[src/rtl/agc_stepper.sv]
module agc_stepper #(
  parameter int SET_W  = 8,
  parameter int DIV_W  = 6,
  parameter int CODE_W = 7,
  parameter int PWR_W  = 10,
  parameter int MIN_GAP = 30
) (
  input  logic                    clk,
  input  logic                    rst_n,
  input  logic                    seq_tick,
  input  logic [DIV_W-1:0]        agc_div,
  input  logic [SET_W-1:0]        settle_ticks,
  input  logic                    agc_en,
  input  logic [1:0]              man_lna,
  input  logic [1:0]              man_flt,
  input  logic [CODE_W-1:0]       thr_lo,
  input  logic [CODE_W-1:0]       thr_hi,
  input  logic [CODE_W-1:0]       rssi_code,
  output logic [1:0]              lna_gain,
  output logic [1:0]              flt_gain,
  output logic                    settled,
  output logic                    cfg_err,
  output logic [2:0]              step_count,
  output logic signed [PWR_W-1:0] power_hdb
);
  localparam logic [2:0] LAST = 3'd4;
  localparam logic [1:0] G_HI = 2'b10, G_MD = 2'b01, G_LO = 2'b00;

  logic [2:0]       idx_q, cnt_q;
  logic [SET_W-1:0] wait_q;
  logic [DIV_W-1:0] div_q;
  logic             set_q;
  logic [1:0]       lad_lna, lad_flt;
  logic [6:0]       lad_corr, man_corr;

  wire [DIV_W-1:0] div_eff = (agc_div == '0) ? DIV_W'(1) : agc_div;
  wire upd = agc_en && seq_tick && (div_q >= div_eff - DIV_W'(1));
  wire signed [CODE_W+1:0] gap = $signed({2'b00, thr_hi}) - $signed({2'b00, thr_lo});
  assign cfg_err = (gap <= MIN_GAP);

  wire go_up = (rssi_code < thr_lo) && (idx_q != 3'd0);
  wire go_dn = (rssi_code > thr_hi) && (idx_q != LAST);
  wire eval  = upd && (wait_q == '0) && !cfg_err;

  always_ff @(posedge clk or negedge rst_n) begin
    if (!rst_n) begin
      idx_q <= '0; cnt_q <= '0; wait_q <= '0; div_q <= '0; set_q <= 1'b0;
    end else if (!agc_en) begin
      idx_q <= '0; cnt_q <= '0; wait_q <= '0; div_q <= '0; set_q <= 1'b0;
    end else begin
      if (seq_tick) div_q <= upd ? '0 : div_q + DIV_W'(1);
      if (upd && wait_q != '0) wait_q <= wait_q - SET_W'(1);
      if (eval) begin
        if (go_up || go_dn) begin
          idx_q  <= go_up ? idx_q - 3'd1 : idx_q + 3'd1;
          wait_q <= settle_ticks;
          set_q  <= 1'b0;
          if (cnt_q != LAST) cnt_q <= cnt_q + 3'd1;
        end else begin
          set_q <= 1'b1;
        end
      end
    end
  end

  always_comb begin
    case (idx_q)
      3'd0:    begin lad_lna = G_HI; lad_flt = G_HI; lad_corr = 7'd0;  end
      3'd1:    begin lad_lna = G_MD; lad_flt = G_HI; lad_corr = 7'd24; end
      3'd2:    begin lad_lna = G_MD; lad_flt = G_MD; lad_corr = 7'd38; end
      3'd3:    begin lad_lna = G_MD; lad_flt = G_LO; lad_corr = 7'd58; end
      default: begin lad_lna = G_LO; lad_flt = G_LO; lad_corr = 7'd86; end
    endcase
  end

  always_comb begin
    case ({man_lna, man_flt})
      {G_MD, G_HI}: man_corr = 7'd24;
      {G_MD, G_MD}: man_corr = 7'd38;
      {G_MD, G_LO}: man_corr = 7'd58;
      {G_LO, G_LO}: man_corr = 7'd86;
      default:      man_corr = 7'd0;
    endcase
  end

  wire [6:0] corr = agc_en ? lad_corr : man_corr;

  assign lna_gain   = agc_en ? lad_lna : man_lna;
  assign flt_gain   = agc_en ? lad_flt : man_flt;
  assign settled    = set_q;
  assign step_count = cnt_q;
  assign power_hdb  = $signed(PWR_W'(rssi_code) + PWR_W'(corr) - PWR_W'(260));
endmodule


[config.mk]
export PLATFORM = sky130hd
export DESIGN_NAME = agc_stepper
export DESIGN_NICKNAME = d
export VERILOG_FILES = /design/src/rtl/agc_stepper.sv
export SDC_FILE = /design/constraint.sdc
export NUM_CORES = 1
export LEC_CHECK = 0
export ABC_CLOCK_PERIOD_IN_PS = 3900
export BUFFER_PORTS_ARGS = -buffer_cell sky130_fd_sc_hd__buf_2
export CELL_PAD_IN_SITES_DETAIL_PLACEMENT = 1
export CELL_PAD_IN_SITES_GLOBAL_PLACEMENT = 1
export CORE_UTILIZATION = 40
export DETAILED_ROUTE_END_ITERATION = 10
export GPL_ROUTABILITY_DRIVEN = 0
export MAX_ROUTING_LAYER = met4
export PLACE_DENSITY_LB_ADDON = 0.1
export SLEW_MARGIN = 30
export SYNTH_ARGS = -nofsm -noshare
export SYNTH_HDL_FRONTEND = slang
export SYNTH_SLANG_ARGS = --single-unit
[constraint.sdc]
create_clock -name clk -period 3.9 [get_ports clk]
set_clock_uncertainty 0.1 [all_clocks]
set_input_delay 0.195 -clock clk [delete_from_list [all_inputs] [get_ports clk]]
set_output_delay 0.195 -clock clk [all_outputs]
set_load 0.005 [all_outputs]
Yosys cells after proc, flatten, opt, wreduce, memory -nomap -nowiden
Cells that the tools add are included.

cells by class
  $add $sub $neg = 9
  order comparisons = 4
  eq/ne operators = 12
  muxes and demuxes = 26
  reductions and logical operators = 19

operators by type and width
  kind                  count
  $pmux 7 s4            2
  $mux 8                4
  $mux 3                8
  $mux 6                4
  $eq 4x3->1 const B    3
  $sub 8x9->10 const B  1
  $add 7x7->8           1
  $le 8x6->1 const B    1
  $logic_not 8->1       1
  $pmux 2 s2            2
  $reduce_bool 8->1     1
  $sub 7x7->8           1
  $sub 8x1->8 const B   1
  $gt 7x7->1            1
  $logic_and 1x1->1     7
  $lt 7x7->1            1
  $mux 7                1
  $add 3x1->3 const B   2
  $add 6x1->6 const B   1
  $eq 3x2->1 const B    2
  $ge 6x6->1            1
  $logic_not 6->1       1
  $ne 2x1->1 const B    3
  $ne 3x3->1 const B    2
  15 further kinds      18

storage, ports and cells
  register bits = 21
  input port bits = 43
  output and inout port bits = 19
  logic and storage cells = 75

Depth between registers and ports, before layout
Gate-level depths: netlist of the first run.

  depth in word-level cells = 10
  gate-level depth with buffers = 17
  gate-level depth less buffers = 17

Worst setup path before layout of the first run
Ideal clock, no wire load.

  path kind = register to output
  start = register idx_q[0]
  end = output port power_hdb[6]
  arrival = 2782 ps
  data required time = 3605 ps
  slack = 823 ps
  cell stages (with the launch flop) = 17
  buffers on the path = 0
  cells stage by stage = dfrtp_1 > inv_1 > ha_1 > or3_1 > a21oi_1 > nor2_1 > nor2_1 > a31oi_1 > ha_1 > inv_1 > ha_1 > inv_1 > fa_1 > inv_1 > a21oi_1 > o21bai_1 > xor2_1

between the ends
  longest elaborated chain between the ends = 5
  elaborated cells on any way between the ends = 8
  classes of those cells = add/sub: 2; eq/ne: 3; mux: 2; reduce/logical: 1

RTL lines
  item                                line  source
  from (decl)                         29    logic [2:0] idx_q, cnt_q;
  from (signal assigned)              55    idx_q <= go_up ? idx_q - 3'd1 : idx_q + 3'd1;
  $eq 3x2->1 (tied with other cells)  67    case (idx_q)
  $pmux 7 s4 (*)                      67
  $mux 7 (*)                          86    wire [6:0] corr = agc_en ? lad_corr : man_corr;
  $add 7x7->8 (*)                     92    assign power_hdb = $signed(PWR_W'(rssi_code) + PWR_W'(corr) - PWR_W'(260));
  $sub 8x9->10 (*)                    92
  to (decl)                           24    output logic signed [PWR_W-1:0] power_hdb

Mark *: on every way between the ends. The rest lies on a longest branch, timed or not.

Final worst setup path of the first run
Ends and elaborated chain as after synthesis.

==> results of run 1 <==
==> where the power goes <==
group | switching (W) | internal [W]
combinational | 0.000148 | 0.000120
sequential | 0.00000874 | 0.000224
clock | 0.0000725 | 0.0000730
total | 0.000229 | 0.000416
==> worst register-to-register path, delay by kind of cell, from the launching register on <==
| kind | cells | cell delay (ns) |
|---|---|---|
| AO/OA/AOI/OAI | 5 | 1.48 |
| adder cells (fa/ha/maj) | 1 | 0.33 |
| flip-flops | 1 | 0.42 |
| AND/OR/NAND/NOR | 2 | 0.27 |
==> area by class of cell <==
type                            instances  area, µm²
Multi-Input combinational cell        258       1971
Tap cell                               77      96.34
Sequential cell                        21      525.5
Clock buffer                            4      45.04
Inverter                               53      198.9
Timing Repair Buffer                   65      340.3
Fill cell                             824       3318
==> cells by family after synthesis <==
kind of cell / synth area share (%)
muxes: 2.642
and+or+nand+nor: 18.27
AOI/OAI and AO/OA: 20.68
xor gates and xnor gates: 6.014
adders and majority gates: 23.78
buffers and inverters: 9.339
other: 0.1365
DFF: 19.13
==> sequential cells by signal, indices dropped and copies added, names as in the netlist <==
signal,cells
idx_q,3
step_count,3
settled,1
wait_q,8
div_q,6
==> cells in the mapped netlist, drive strengths merged, types with 3 or more instances <==
cell and number:
a31oi 4, nand3b 3, ha 49, a21o 4
a211oi 8, xnor2 10, o31a 3, nor4 4
nand3 7, nor3 4, xor2 8, inv 53
a21oi 19, nor2 33, nand2 27, buf 7
o21ai 16, dfrtp 21, nand2b 7, mux2i 5
o22ai 7, nor2b 3
==> layer usage <==
metal | global-route usage [%] | vias up
met5 | - | -
met4 | 5.855 | 0
met3 | 2.529 | 12
met2 | 35.85 | 41
met1 | 26.80 | 1227
li1 | - | 1309
==> how the worst max path moves through the flow <==
stage / startpoint / endpoint / slack (ns)
final: idx_q[0] / power_hdb[6] / 0.21
after global routing: idx_q[0] / power_hdb[6] / -0.04
after CTS: idx_q[0] / power_hdb[6] / 0.15
after detailed placement: idx_q[0] / power_hdb[6] / 0.47
after global placement: idx_q[0] / power_hdb[6] / 0.60
after floorplan: idx_q[0] / power_hdb[6] / 0.82
==> timing repair <==
item,4_1_cts,5_1_grt
hold buffers,1,0
resized for setup,0,2
hold endpoints to repair,21,0
setup buffers,0,1
endpoints found under the setup margin,0,2
==> stage by stage <==
stage / setup WS [ns] / power [W] / TNS, ns / util [%]
2_1_floorplan: 0.8234 / 0.0004096 / 0 / -
3_3_place_gp: 0.5994 / 0.0004962 / 0 / 47.85
3_5_place_dp: 0.4723 / 0.0005059 / 0 / 47.85
4_1_cts: 0.1509 / 0.0006568 / 0 / 48.70
5_1_grt: -0.04428 / 0.0007022 / -0.05546 / 48.91
6_report: 0.2067 / 0.0006457 / 0 / 48.91
==> flow_metrics.py, run 1 <==
metrics = {
    "run_status": {
        "status": "finished, violations left",
        "violations": "DRC",
    },
    "finish": {
        "layout_common_cells": "buf_2, inv_1, ha_1",
        "drive_gt1_share_pct": 21.70,
        "num-nets-final": 496,
        "syn2layout_area_growth_pct": 15.67,
        "layout_commonest_cell": "buf_2",
        "design_area_mm2": 0.003177,
        "n_antenna_cell": 0,
        "stdcell_count": 478,
    },
    "routing": {
        "ant_nets": 0,
        "wl_met3_um": 157,
        "drc_errors": 3,
        "dr.pass1.iters": 9,
        "met1_length_um": 3343,
        "drtIter0Drc": 57,
        "vias_per_cell": 5.416,
        "top_layer": "met4",
        "wl_per_cell_um": 14.56,
        "routed_wl_um": 6961,
        "vias": 2589,
        "wl_met2_um": 3309,
    },
    "timing": {
        "maxSlewViolCount": 0,
        "finalHoldViolations": 0,
        "worstMarginPinSlew_ns": 0.6282,
        "setup_violations": 0,
        "fin_crit_sh_pct": 94.70,
        "fmax_mhz": 270.8,
        "relSlewSlack_pct": 58.12,
        "hold_ws_ns": 0.08110,
        "fin_crit_ns": 3.693,
    },
    "power": {
        "power_per_cell_area_mw_per_mm2": 203.3,
        "leakage_nw": 1.596,
        "ir_worst_vdd_mv": 0.2265,
    },
    "placement": {
        "port_buffers": 60,
        "hpwl_um": 5826,
        "placed_cells": 472,
        "place_area_mm2": 0.003108,
    },
    "hold_path": {
        "hold_path_end": "wait_q[5]",
        "min-delay-path-class": "in -> reg",
        "min_from": "settle_ticks[5]",
        "hold_depth": 3,
    },
    "floorplan": {
        "core_mm2": 0.006495,
        "die_x_um": 84.86,
        "die_h_um": 84.86,
        "die_area_mm2": 0.007201,
        "initial_core_util_pct": 42.28,
        "rows": 29,
        "io_pins": 62,
    },
    "setup_path": {
        "reg2regPathDepth": 8,
        "arrival_ns": 3.40,
        "rrSetupSlack_ns": 1.20,
        "worst_r2r_endpoint": "wait_q[6]",
        "crit_path_cell_trace": "buf_4 > ha_1 > or3_1 > a21oi_2 > nor2_1 > nor2_1 > a31oi_1 > ha_1 > inv_1 > ha_1 > inv_1 > fa_1 > inv_1 > a21oi_1 > o21bai_1 > xor2_1 > buf_2",
        "crit_buf_inv": 5,
        "critical_path_class": "reg -> out",
        "crit_path_max_incr_delay_ns": 0.43,
        "r2r-start": "div_q[5]",
        "critPathCaptureType": "output pin",
        "cpLargestDelayFamily": "adder cells",
        "cp.depth": 17,
        "path_max_fanout": 5,
        "crit_path_start_kind": "flip-flop",
        "required_ns": 3.61,
        "cpMaxStageDelayCell": "dfrtp_1",
    },
    "clock_tree": {
        "cts.sinks": 21,
        "clkSlewWorstSetupHoldPaths_ns": 0.08,
        "cts_tree": "built",
        "htree_levels": 1,
        "cts.root.buffer_cell": "clkbuf_8",
        "clk_latency_ns": 0.27,
        "cts_made_buffers": 3,
        "cts_buffer_depth": 2,
    },
    "global_routing": {
        "grt_pass1_wl_um": 12020,
        "grt_max_degree": 22,
        "grt_pass1_vias": 2645,
        "antenna_found_initial": 0,
        "gr-usage-all-layers_pct": 21.19,
        "overflow": 0,
    },
    "synthesis": {
        "synthTopCellsByArea": "ha_1, dfrtp_1, inv_1, nor2_1, nand2_1",
        "synth-seq-cells": 21,
        "synthCells": 341,
        "ys.warnings.count": 0,
        "syn-num-nets": 435,
        "synthArstFlopShare_pct": 100.0,
        "ys.flop_type": "dfrtp_1",
        "synth_edf_count": 0,
        "synth_cell_types": 61,
        "synth_seq_area_share_pct": 19.13,
        "synth_area_per_cell_um2": 8.054,
        "synth_top_cell_area_share_pct": 22.32,
        "syn_area_mm2": 0.002746,
        "yosysTopAreaCell": "ha_1",
    },
    "run": {
        "max_cap_violations": 0,
    },
}
Power figures use the tool's default switching activity.
==> inputs of run 2 (changes only) <==
Settings changed: CTS_BUF_LIST set to sky130_fd_sc_hd__clkbuf_2.
==> run 2 against run 1 <==
Register-to-register slack worse by 0.03 ns. Clock-buffer cell count unchanged. Clock power down 35%. First-iteration DRC count up 12%. The run still ends with DRC left. Total power down 6.7%. Non-clock buffer count up 8. Utilization up 1.5 points. Die area unchanged. Fmax up 0.51%.
==> flow_metrics.py, run 2 (same netlist as run 1, synthesis figures left out) <==
metrics = {
    "run_status": {
        "status": "finished, violations left",
        "violations": "DRC",
    },
    "routing": {
        "ant_nets": 0,
        "dr.pass1.iters": 7,
        "wl_per_cell_um": 14.71,
        "vias": 2617,
        "vias_per_cell": 5.385,
        "drc_errors": 4,
        "drtIter0Drc": 64,
        "routed_wl_um": 7149,
    },
    "clock_tree": {
        "cts_buffer_depth": 2,
        "clkSlewWorstSetupHoldPaths_ns": 0.20,
        "cts.sinks": 21,
        "cts.root.buffer_cell": "clkbuf_2",
        "cts_tree": "built",
        "clk_latency_ns": 0.32,
        "cts_made_buffers": 3,
        "htree_levels": 1,
    },
    "run": {
        "max_cap_violations": 0,
    },
    "timing": {
        "setup_violations": 0,
        "final.setup.tns_ns": 0,
        "relSlewSlack_pct": 56.00,
        "fin_crit_sh_pct": 94.22,
        "maxSlewViolCount": 0,
        "fin_crit_ns": 3.675,
        "fmax_mhz": 272.1,
        "worstMarginPinSlew_ns": 0.6600,
        "finalHoldViolations": 0,
    },
    "finish": {
        "regMostFlops": "wait_q",
        "largest_reg_flops": 8,
        "layout_commonest_cell": "buf_2",
        "drive_gt1_share_pct": 23.72,
        "largestRegisters": "wait_q x8, div_q x6",
        "syn2layout_area_growth_pct": 19.18,
        "num-nets-final": 504,
        "layout_common_cells": "buf_2, inv_1, ha_1",
        "n_antenna_cell": 0,
    },
    "placement": {
        "port_buffers": 60,
        "hpwl_um": 5826,
    },
    "power": {
        "combPwrFrac_pct": 45.7,
        "leakage_nw": 1.626,
        "switching_share_pct": 37.51,
        "power_per_cell_area_mw_per_mm2": 184.1,
        "ir_worst_vdd_mv": 0.1570,
        "p_clk_share_pct": 15.6,
        "p_sw_w": 0.0002260,
        "power.total_w": 0.0006025,
        "p_int_w": 0.0003765,
        "seqPwrFrac_pct": 38.6,
    },
    "setup_path": {
        "arrival_ns": 3.38,
        "crit_top_cell": "inv_1",
        "crit_end": "power_hdb[6]",
        "reg2regPathDepth": 8,
        "cpMaxStageDelayCell": "dfrtp_1",
        "crit_path_start_kind": "flip-flop",
        "required_ns": 3.61,
        "worst_r2r_endpoint": "wait_q[6]",
        "critical_path_class": "reg -> out",
        "crit_path_cell_trace": "inv_2 > ha_4 > or3_4 > a21oi_2 > nor2_1 > nor2_1 > a31oi_1 > ha_1 > inv_1 > ha_2 > inv_1 > fa_2 > inv_1 > a21oi_1 > o21bai_1 > xor2_1 > buf_2",
        "crit_path_max_incr_delay_ns": 0.47,
        "setup.worst_path.start": "idx_q[0]",
        "r2r-start": "div_q[5]",
        "rrSetupSlack_ns": 1.17,
        "critPathCaptureType": "output pin",
        "path_max_fanout": 5,
    },
    "floorplan": {
        "die_x_um": 84.86,
        "core_mm2": 0.006495,
        "rows": 29,
        "die_area_mm2": 0.007201,
        "io_pins": 62,
        "die_h_um": 84.86,
        "initial_core_util_pct": 42.28,
    },
    "global_routing": {
        "antenna_found_initial": 0,
        "grt_pass1_wl_um": 12040,
        "gr-usage-all-layers_pct": 21.02,
        "grt_pass1_vias": 2647,
        "grt_max_degree": 22,
        "overflow": 0,
    },
    "hold_path": {
        "min-delay-path-class": "in -> reg",
    },
}
run 2: cell count changes in the layout (fill, tap and decap cells not counted), moves of 2 or more:
cell | previous run | this run
ha_1 | 48 | 45
clkbuf_8 | 3 | 0
ha_4 | 0 | 3
dlygate4sd3_1 | 1 | 7
clkbuf_2 | 0 | 4
buf_4 | 4 | 6
run 2: worst min path at each step:
stage	from	end	slack, ns	depth (start not counted)
after floorplan	rst_n	div_q[0]	-0.20	0
after global placement	rst_n	wait_q[2]	0.09	1
after detailed placement	rst_n	wait_q[2]	0.09	1
after CTS	settle_ticks[0]	wait_q[0]	0.03	3
after global routing	settle_ticks[0]	wait_q[0]	0.02	3
final	settle_ticks[0]	wait_q[0]	0.07	3
run 2: what timing repair did:
item,4_1_cts,5_1_grt
hold endpoints to repair,27,0
resized for setup,0,12
setup buffers,0,3
setup endpoints to repair,0,3
hold buffers,7,0
run 2: power groups by stage:
stage / combinational, W / clock (W) / sequential, W
floorplan: 0.000176 / 0 / 0.000234
global placement: 0.000260 / 0 / 0.000237
detailed placement: 0.000269 / 0 / 0.000237
CTS: 0.000276 / 0.0000994 / 0.000233
global route: 0.000316 / 0.000109 / 0.000235
finish: 0.000275 / 0.0000943 / 0.000233
run 2: metal layers:
layer  routed length (µm)  vias to the layer above  global-route usage, %
met1                 3461                     1246                  27.61
met2                 3445                       38                  35.18
met3                  140                        8                  2.821
met4                  102                        0                  3.544
met5                    0                        -                      -
li1                     -                     1325                      -
run 2: layout make-up:
type	count	area, µm²
multi-input cells	258	2016
repair buffers	73	415.4
well taps	77	96.34
inverters	53	198.9
flip-flops and latches	21	526.8
fillers	823	3222
clock buffers	4	20.02
run 2: critical path: cells and delay by family (launching register included):
family	cells	cell delay [ns]
AND/OR/NAND/NOR	3	0.54
buffers and inverters	5	0.41
XOR/XNOR	1	0.16
flip-flops	1	0.47
AO/OA/AOI/OAI	4	0.48
adder cells (fa/ha/maj)	4	1.00
run 2: metrics by stage:
step | area, µm² | cells | setup slack [ns] | hold slack, ns | utilization [%]
2_1_floorplan | 2746 | 341 | 0.8234 | -0.2006 | -
3_3_place_gp | 3108 | 472 | 0.5994 | 0.08926 | 47.85
3_5_place_dp | 3108 | 472 | 0.4723 | 0.08577 | 47.85
4_1_cts | 3198 | 483 | 0.03534 | 0.02631 | 49.24
5_1_grt | 3273 | 486 | -0.05044 | 0.01945 | 50.39
6_report | 3273 | 486 | 0.2254 | 0.06569 | 50.39
==> inputs of run 3 (changes only) <==
Settings changed: CELL_PAD_IN_SITES_DETAIL_PLACEMENT 1 to 0.
==> run 3 against run 2 <==
The flow still finishes with violations (DRC). Non-clock buffer count up 2. Critical path depth shrank 3. Final area increased by 0.69%. Hold slack worse by 0.024 ns. Sequential power is essentially flat. Fmax grew 2.2%. Setup slack better by 0.079 ns. Critical path type unchanged. Critical endpoint is now power_hdb[7].
==> flow_metrics.py, run 3 (same netlist as run 1, synthesis figures left out) <==
metrics = {
    "finish": {
        "largest_reg_flops": 8,
        "fillers": 657,
        "syn2layout_area_growth_pct": 20.00,
        "layout_commonest_cell": "buf_2",
        "layout_common_cells": "buf_2, inv_1, ha_1",
        "largestRegisters": "wait_q x8, div_q x6",
        "num-nets-final": 506,
        "regMostFlops": "wait_q",
        "drive_gt1_share_pct": 25.55,
        "n_antenna_cell": 0,
    },
    "timing": {
        "maxSlewViolCount": 0,
        "final.setup.tns_ns": 0,
        "fmax_mhz": 278.1,
        "finalHoldViolations": 0,
        "relSlewSlack_pct": 57.31,
        "setup_violations": 0,
        "fin_crit_sh_pct": 92.20,
        "worstMarginPinSlew_ns": 0.6404,
        "fin_crit_ns": 3.596,
        "rsz0062_at_grt": "false",
        "hold_ws_ns": 0.04149,
    },
    "routing": {
        "top_layer": "met4",
        "drc_errors": 3,
        "wl_per_cell_um": 12.70,
        "vias_per_cell": 5.178,
        "wl_met2_um": 2922,
        "ant_nets": 0,
        "routed_wl_um": 6197,
        "vias": 2527,
        "dr.pass1.iters": 9,
        "met1_length_um": 3084,
        "drtIter0Drc": 70,
        "wl_met3_um": 172,
    },
    "floorplan": {
        "die_h_um": 84.86,
        "io_pins": 62,
        "core_mm2": 0.006495,
        "initial_core_util_pct": 42.28,
        "rows": 29,
        "die_area_mm2": 0.007201,
        "die_x_um": 84.86,
    },
    "clock_tree": {
        "cts.root.buffer_cell": "clkbuf_2",
        "htree_levels": 1,
        "cts_made_buffers": 3,
        "clk_latency_ns": 0.32,
        "cts_tree": "built",
        "cts.sinks": 21,
        "clkSlewWorstSetupHoldPaths_ns": 0.20,
        "cts_buffer_depth": 2,
    },
    "hold_path": {
        "hold_depth": 3,
        "min_from": "settle_ticks[0]",
        "min-delay-path-class": "in -> reg",
    },
    "setup_path": {
        "crit_path_start_kind": "flip-flop",
        "rrSetupSlack_ns": 1.26,
        "critPathCaptureType": "output pin",
        "reg2regPathDepth": 8,
        "setup.worst_path.start": "idx_q[0]",
        "required_ns": 3.61,
        "r2r-start": "div_q[5]",
        "arrival_ns": 3.30,
        "path_max_fanout": 5,
        "critical_path_class": "reg -> out",
    },
    "global_routing": {
        "grt_max_degree": 22,
        "overflow": 0,
        "antenna_found_initial": 0,
        "grt_pass1_wl_um": 10650,
        "grt_pass1_vias": 2381,
        "gr-usage-all-layers_pct": 18.49,
    },
    "power": {
        "leakage_nw": 1.637,
        "ir_worst_vdd_mv": 0.1439,
        "power_per_cell_area_mw_per_mm2": 181.4,
    },
    "placement": {
        "port_buffers": 60,
        "hpwl_um": 5079,
    },
    "run_status": {
        "status": "finished, violations left",
        "violations": "DRC",
    },
    "run": {
        "max_cap_violations": 0,
    },
}
## run 3: changes by cell type in the layout (fill, tap and decap cells not counted), sizes merged
cell,previous run,this run
buf,66,68
## run 3: metrics by stage
stage                     setup slack, ns  utilization, %  area (µm²)  instances  total power (W)
after floorplan                    0.8234               -        2746        341        0.0004096
after global placement             0.5994           47.85        3108        472        0.0004962
after detailed placement           0.5138           47.85        3108        472        0.0005001
after CTS                         0.08837           49.24        3198        483        0.0006012
after global routing              0.05242           50.74        3296        488        0.0006582
final                              0.3041           50.74        3296        488        0.0005977
## run 3: what timing repair did
item                                   CTS  global route
buffers inserted                         0             5
resized for setup                        0            18
setup endpoints to repair                0             3
endpoints found under the hold margin   27             0
hold buffers                             7             0
## run 3: final cells by class
class	count	area (µm²)	area share (%)
clock buffers	4	20.02	0.6074
multi-input cells	258	2023	61.39
inverters	53	198.9	6.036
well taps	77	96.34	2.923
repair buffers	75	430.4	13.06
flip-flops and latches	21	526.8	15.98
## run 3: final timing paths
check,to
setup / recovery,power_hdb[7]
hold / removal,wait_q[0]
setup reg to reg,wait_q[6]
hold reg to reg,settled
max in group asynchronous,idx_q[1]
min in group asynchronous,wait_q[3]
## run 3: where the power goes
group,leakage [nW],internal [W],switching (W)
Combinational,1.33,0.000126,0.000146
Sequential,0.290,0.000224,0.00000864
Clock,0.0166,0.0000272,0.0000660
Total,1.64,0.000378,0.000220
## run 3: layer usage
metal	track usage (%)	vias up
met3	2.626	2
met5	-	-
met2	30.60	40
met4	1.695	0
li1	-	1330
met1	25.02	1155
## run 3: critical path, cell delays in order, from the launching register on
cell      delay, ns
dfrtp_1        0.48
buf_4          0.16
ha_1           0.19
ha_1           0.23
nand2b_1       0.21
nor4_1         0.29
nor2_1         0.09
ha_1           0.19
ha_2           0.19
a21o_1         0.18
a21oi_1        0.23
o21bai_1       0.09
a21oi_1        0.18
xnor2_1        0.13
buf_2          0.13
